===== src/rtl/trace_pkg.sv =====
package trace_pkg;
    localparam int PAYLOAD_W = 32;
    localparam int WORD_W    = 36;
    localparam int BIT_BR    = 32;
    localparam int BIT_AD    = 33;
    localparam int BIT_IRQ   = 35;

    typedef enum logic [1:0] {
        KIND_DATA   = 2'd0,
        KIND_ADDR   = 2'd1,
        KIND_BRANCH = 2'd2
    } kind_e;

    typedef struct packed {
        logic [PAYLOAD_W-1:0] pc;
        logic [PAYLOAD_W-1:0] payload;
        kind_e                kind;
        logic                 irq;
        logic                 pc_known;
        logic                 missing;
    } rec_t;
endpackage


===== src/rtl/trace_word_decode.sv =====
module trace_word_decode
    import trace_pkg::*;
(
    input  logic [WORD_W-1:0]    word,
    output logic [PAYLOAD_W-1:0] payload,
    output kind_e                kind,
    output logic                 irq
);
    always_comb begin
        payload = word[PAYLOAD_W-1:0];
        irq     = word[BIT_IRQ];
        if (word[BIT_BR])
            kind = KIND_BRANCH;
        else if (word[BIT_AD])
            kind = KIND_ADDR;
        else
            kind = KIND_DATA;
    end
endmodule


===== src/rtl/trace_pc_step.sv =====
module trace_pc_step
    import trace_pkg::*;
(
    input  logic [PAYLOAD_W-1:0] pc_cur,
    input  logic                 known_cur,
    input  kind_e                kind,
    input  logic [PAYLOAD_W-1:0] payload,
    input  logic                 found,
    input  logic [1:0]           low,
    output logic [PAYLOAD_W-1:0] pc_next,
    output logic                 known_next,
    output logic                 missing
);
    localparam logic [PAYLOAD_W-1:0] STEP_FULL = PAYLOAD_W'(4);
    localparam logic [PAYLOAD_W-1:0] STEP_HALF = PAYLOAD_W'(2);

    always_comb begin
        missing    = known_cur && !found;
        pc_next    = pc_cur;
        known_next = known_cur;
        if (kind == KIND_BRANCH) begin
            pc_next    = payload;
            known_next = 1'b1;
        end else if (missing) begin
            known_next = 1'b0;
        end else if (known_cur && kind == KIND_DATA) begin
            pc_next = pc_cur + ((low == 2'b11) ? STEP_FULL : STEP_HALF);
        end
    end
endmodule


===== src/rtl/trace_pc_rebuild.sv =====
module trace_pc_rebuild
    import trace_pkg::*;
#(
    parameter logic [31:0] IRQ_VECTOR = 32'h0000_0010
) (
    input  logic        clk,
    input  logic        rst_n,
    input  logic        in_valid,
    output logic        in_ready,
    input  logic [35:0] in_word,
    output logic [31:0] lk_pc,
    input  logic        lk_found,
    input  logic [1:0]  lk_low,
    output logic        out_valid,
    input  logic        out_ready,
    output logic [31:0] out_pc,
    output logic [31:0] out_payload,
    output logic [1:0]  out_kind,
    output logic        out_irq,
    output logic        out_pc_known,
    output logic        out_missing
);
    typedef struct packed {
        logic [PAYLOAD_W-1:0] pc;
        logic                 known;
        logic                 prev_irq;
        logic                 valid;
        rec_t                 rec;
    } state_t;

    state_t st_q, st_d;

    logic [PAYLOAD_W-1:0] dec_payload;
    kind_e                dec_kind;
    logic                 dec_irq;
    logic                 entry_d;
    logic [PAYLOAD_W-1:0] pc_cur_d;
    logic                 known_cur_d;
    logic [PAYLOAD_W-1:0] pc_next_d;
    logic                 known_next_d;
    logic                 missing_d;
    logic                 accept_d;

    trace_word_decode u_decode (
        .word    (in_word),
        .payload (dec_payload),
        .kind    (dec_kind),
        .irq     (dec_irq)
    );

    always_comb begin
        entry_d     = dec_irq && !st_q.prev_irq;
        pc_cur_d    = entry_d ? IRQ_VECTOR : st_q.pc;
        known_cur_d = entry_d || st_q.known;
    end

    trace_pc_step u_step (
        .pc_cur     (pc_cur_d),
        .known_cur  (known_cur_d),
        .kind       (dec_kind),
        .payload    (dec_payload),
        .found      (lk_found),
        .low        (lk_low),
        .pc_next    (pc_next_d),
        .known_next (known_next_d),
        .missing    (missing_d)
    );

    assign in_ready = !st_q.valid;
    assign accept_d = in_valid && in_ready;
    assign lk_pc    = pc_cur_d;

    always_comb begin
        st_d = st_q;
        if (st_q.valid && out_ready)
            st_d.valid = 1'b0;
        if (accept_d) begin
            st_d.valid            = 1'b1;
            st_d.pc               = pc_next_d;
            st_d.known            = known_next_d;
            st_d.prev_irq         = dec_irq;
            st_d.rec.pc           = pc_cur_d;
            st_d.rec.payload      = dec_payload;
            st_d.rec.kind         = dec_kind;
            st_d.rec.irq          = dec_irq;
            st_d.rec.pc_known     = known_cur_d;
            st_d.rec.missing      = missing_d;
        end
    end

    always_ff @(posedge clk) begin
        if (!rst_n)
            st_q <= '0;
        else
            st_q <= st_d;
    end

    assign out_valid    = st_q.valid;
    assign out_pc       = st_q.rec.pc;
    assign out_payload  = st_q.rec.payload;
    assign out_kind     = st_q.rec.kind;
    assign out_irq      = st_q.rec.irq;
    assign out_pc_known = st_q.rec.pc_known;
    assign out_missing  = st_q.rec.missing;


    hold_stable_chk: assert property (@(posedge clk) disable iff (!rst_n)
        out_valid && !out_ready |=> out_valid && $stable(out_pc) && $stable(out_payload)
            && $stable(out_kind) && $stable(out_irq) && $stable(out_pc_known) && $stable(out_missing));


    accept_fills_chk: assert property (@(posedge clk) disable iff (!rst_n)
        in_valid && in_ready |=> out_valid);


    branch_sync_chk: assert property (@(posedge clk) disable iff (!rst_n)
        accept_d && dec_kind == KIND_BRANCH |=> st_q.known && st_q.pc == $past(dec_payload));


    irq_entry_chk: assert property (@(posedge clk) disable iff (!rst_n)
        accept_d && dec_irq && !st_q.prev_irq |=> out_pc == IRQ_VECTOR && out_pc_known);


    missing_known_chk: assert property (@(posedge clk) disable iff (!rst_n)
        out_valid && out_missing |-> out_pc_known);


    kind_legal_chk: assert property (@(posedge clk) disable iff (!rst_n)
        out_valid |-> out_kind != 2'd3);
endmodule


===== config.mk =====
export PLATFORM = sky130hd
export DESIGN_NAME = trace_pc_rebuild
export DESIGN_NICKNAME = d
export VERILOG_FILES = /design/src/rtl/trace_pkg.sv /design/src/rtl/trace_word_decode.sv /design/src/rtl/trace_pc_step.sv /design/src/rtl/trace_pc_rebuild.sv
export SDC_FILE = /design/constraint.sdc
export NUM_CORES = 1
export LEC_CHECK = 0
export BUFFER_PORTS_ARGS = -buffer_cell sky130_fd_sc_hd__buf_2
export CORE_MARGIN = 2
export CORE_UTILIZATION = 57
export CTS_CLUSTER_SIZE = 12
export DETAILED_ROUTE_END_ITERATION = 7
export PLACE_DENSITY = 0.86
export SYNTH_ARGS = -nofsm -noshare
export SYNTH_HDL_FRONTEND = slang
export SYNTH_SLANG_ARGS = --single-unit

===== constraint.sdc =====
create_clock -name clk -period 4.8 [get_ports clk]
set_input_delay 0 -clock clk [delete_from_list [all_inputs] [get_ports clk]]
set_output_delay 0 -clock clk [all_outputs]
set_load 0.02 [all_outputs]

==> summary.md <==
| Metric | Value |
|---|---|
| Ant. Diodes | `0` |
| Final HPWL DP | `10.36 mm` |
| Dominant synthesized flop cell | `dfxtp_1` |
| TritonCTS buffer count | `9` |
| GRT Max-Usage Layer | `met2` |
| Synth Register Bits | `103` |
| Die span in y | `100.6 µm` |
| Synth area leaders | `dfxtp_1, nand2_1, buf_4, a21oi_1, and2_1` |
| Layout area overhead | `15.56%` |
| Final GP Congestion | `0.9374` |
| Vias per inst | `6.025` |
| First-pass DRT Iterations | `5` |
| IR drop worst, VDD | `247.8 µV` |
| Largest area contributor in the netlist | `dfxtp_1` |
| Peak Freq | `298.2 MHz` |
| Die X-Extent | `100.6 µm` |
| Clock latency at the later pin of the worst-skew pair | `380 ps` |
| Sinks on Clock Net | `103` |
| Initial DRC Count | `469` |
| Unrepaired setup endpoints after global routing | `false` |
| # rows | `35` |
| Setup Skew | `15.98 ps` |
| Max FO, Critical Path | `19` |
| Synthesized net count | `743` |
| HP Class | `input port to flop` |
| Hold Slack | `27.18 ps` |
| I/O Pins | `146` |
| First-pass GRT wire length | `24.44 mm` |
| Starting density of the core | `58.06%` |
| Lkg Pwr | `2.745 nW` |
| Fraction of registers with async set or reset after synthesis | `0%` |
| Startpoint types | `flop` |
| Final Util | `67.10%` |
| Crit Path Category | `flop to flop` |
| Number of remaining DRC errors | `0` |
| Clk slew on worst S/H paths | `100 ps` |
| Initial antenna violation count | `0` |
| Max-cap violations | `0` |
| Post-Syn Area per Cell | `7.624 µm²` |
| Worst slew pin tran | `1067 ps` |
| TNS Setup | `0 ps` |
| Layout cells sized above 1 | `22.45%` |
| Period utilisation layout | `69.86%` |
| Commonest non-fill, non-tap cell in the layout | `nand2_1` |
| Layout Cell Area excl Fill | `6141 µm²` |
| Yosys cell types | `54` |
| Fin crit period | `3353 ps` |
| GRT met2 Usage | `50.49%` |
| Port bufs | `144` |
| Largest net degree at the start of global routing | `104` |
| Post-CTS Setup Inserts | `0` |
| Cell area after synthesis | `5314 µm²` |
| Met3 Usage GRT | `5.756%` |
| Placement-stage cell area | `5548 µm²` |
| Fin. Hold Viols | `0` |
| Total GRT Usage | `30.62%` |
| Final Setup Violations | `0` |
| Total gr overflow | `0` |
| P per Cell Area | `305.6 nW/µm²` |
| Total die area | `10110 µm²` |
| Final cell count without fillers | `895` |
| Max_slew headroom | `28.87%` |
| Crit path DAT | `3640 ps` |
| Clock tree from TritonCTS | `yes` |
| CTS root buf | `clkbuf_8` |
| Slew Limit Fails | `0` |
| Clk buf depth | `2` |
| Post-Place Cells | `844` |
| Routed vias | `5392` |
| Post-synth EDFFs | `0` |
| Outcome | `complete, no violations` |
| Share of the synthesized area in the top cell type | `38.80%` |
| Post-route ant nets | `0` |
| Avg WL per Cell | `17.74 µm` |
| Final WL | `15.88 mm` |
| Final nets | `826` |
| Core area | `9153 µm²` |
| Yosys warns | `0` |
| Crit. End Element | `flop` |
| Most frequent cells in the layout | `nand2_1, buf_2, dfxtp_1` |
| Sequential element share of the synthesized area | `38.80%` |
| Syn Inst Count | `697` |
| Grt met1 use | `38.25%` |
| Critical Path RT | `5090 ps` |
| Htree depth | `3` |
| Vias in the first global route | `4926` |
| # fillers | `735` |
[critical path, cell delays in order (launching register included)]
cell and delay [ps]:
dfxtp_1 380, nand2b_2 390, and2_1 290, ha_1 220, fa_1 220, and3_1 220
nand4_1 300, nor3_2 460, nand3_1 140, or4_1 430, a41oi_1 200
[power by group]
group | total [mW] | switching [mW] | internal, mW
clock | 0.645 | 0.302 | 0.344
combinational | 0.307 | 0.201 | 0.106
sequential | 0.924 | 0.0318 | 0.893
[stage by stage]
step           total power, mW  setup WS [ps]
2_1_floorplan            1.145           1587
3_3_place_gp             1.207           1746
3_5_place_dp             1.217           1591
4_1_cts                  1.871           1557
5_1_grt                  1.940           1257
6_report                 1.877           1447
[cell families after synthesis]
| group | count (synthesis) | synth area share (%) |
|---|---|---|
| AOI/OAI and AO/OA | 146 | 15.89 |
| DFF | 103 | 38.80 |
| and+or+nand+nor | 297 | 27.15 |
| adders and majority gates | 3 | 0.8476 |
| muxes | 4 | 0.7535 |
| xor gates and xnor gates | 17 | 2.802 |
| buffers and inverters | 127 | 13.75 |
[Yosys cell counts, types with 13 or more instances]
master / instances
o21ai_0: 16
inv_1: 13
and3_1: 20
nor2_1: 23
a21oi_1: 87
nand3_1: 23
xor2_1: 13
dfxtp_1: 103
nand2_1: 154
buf_4: 66
and2_1: 25
clkbuf_1: 38
[area by class of cell]
class | count | area (µm²) | area share [%]
Multi-Input combinational cell | 467 | 2536 | 41.30
Sequential cell | 103 | 2062 | 33.58
Timing Repair Buffer | 185 | 1119 | 18.22
Tap cell | 111 | 138.9 | 2.262
Clock buffer | 9 | 123.9 | 2.017
Clock inverter | 6 | 108.9 | 1.773
Inverter | 14 | 52.55 | 0.8557
[per-layer routing]
layer  vias to the layer above  part of all wire [%]
met5                         -                     0
met2                       340                    47
met3                        74                   9.1
li1                       2472                     -
met4                         0                   4.8
met1                      2506                    39
[state kept, by name (all words and copies together) (netlist names)]
signal,flops
st_q,33
out_irq,1
out_pc_known,1
out_valid,1
out_missing,1
out_kind,2
out_payload,32
out_pc,32
[what timing repair did]
item                                   4_1_cts  5_1_grt
hold buffers                                36        0
gates resized for setup                      0        0
setup endpoints to repair                    0        0
endpoints found under the hold margin       43        0
[worst paths after layout]
| kind | startpoint | endpoint | slack [ps] | cells after the start |
|---|---|---|---|---|
| worst max-delay path | out_irq | st_q[87] | 1450 | 10 |
| worst min-delay path | in_word[33] | out_kind[0] | 30 | 4 |
| worst max register to register | out_irq | st_q[87] | 1450 | 10 |
| worst min register to register | out_pc[18] | out_pc[18] | 450 | 2 |
(Power assumes the default switching activity.)
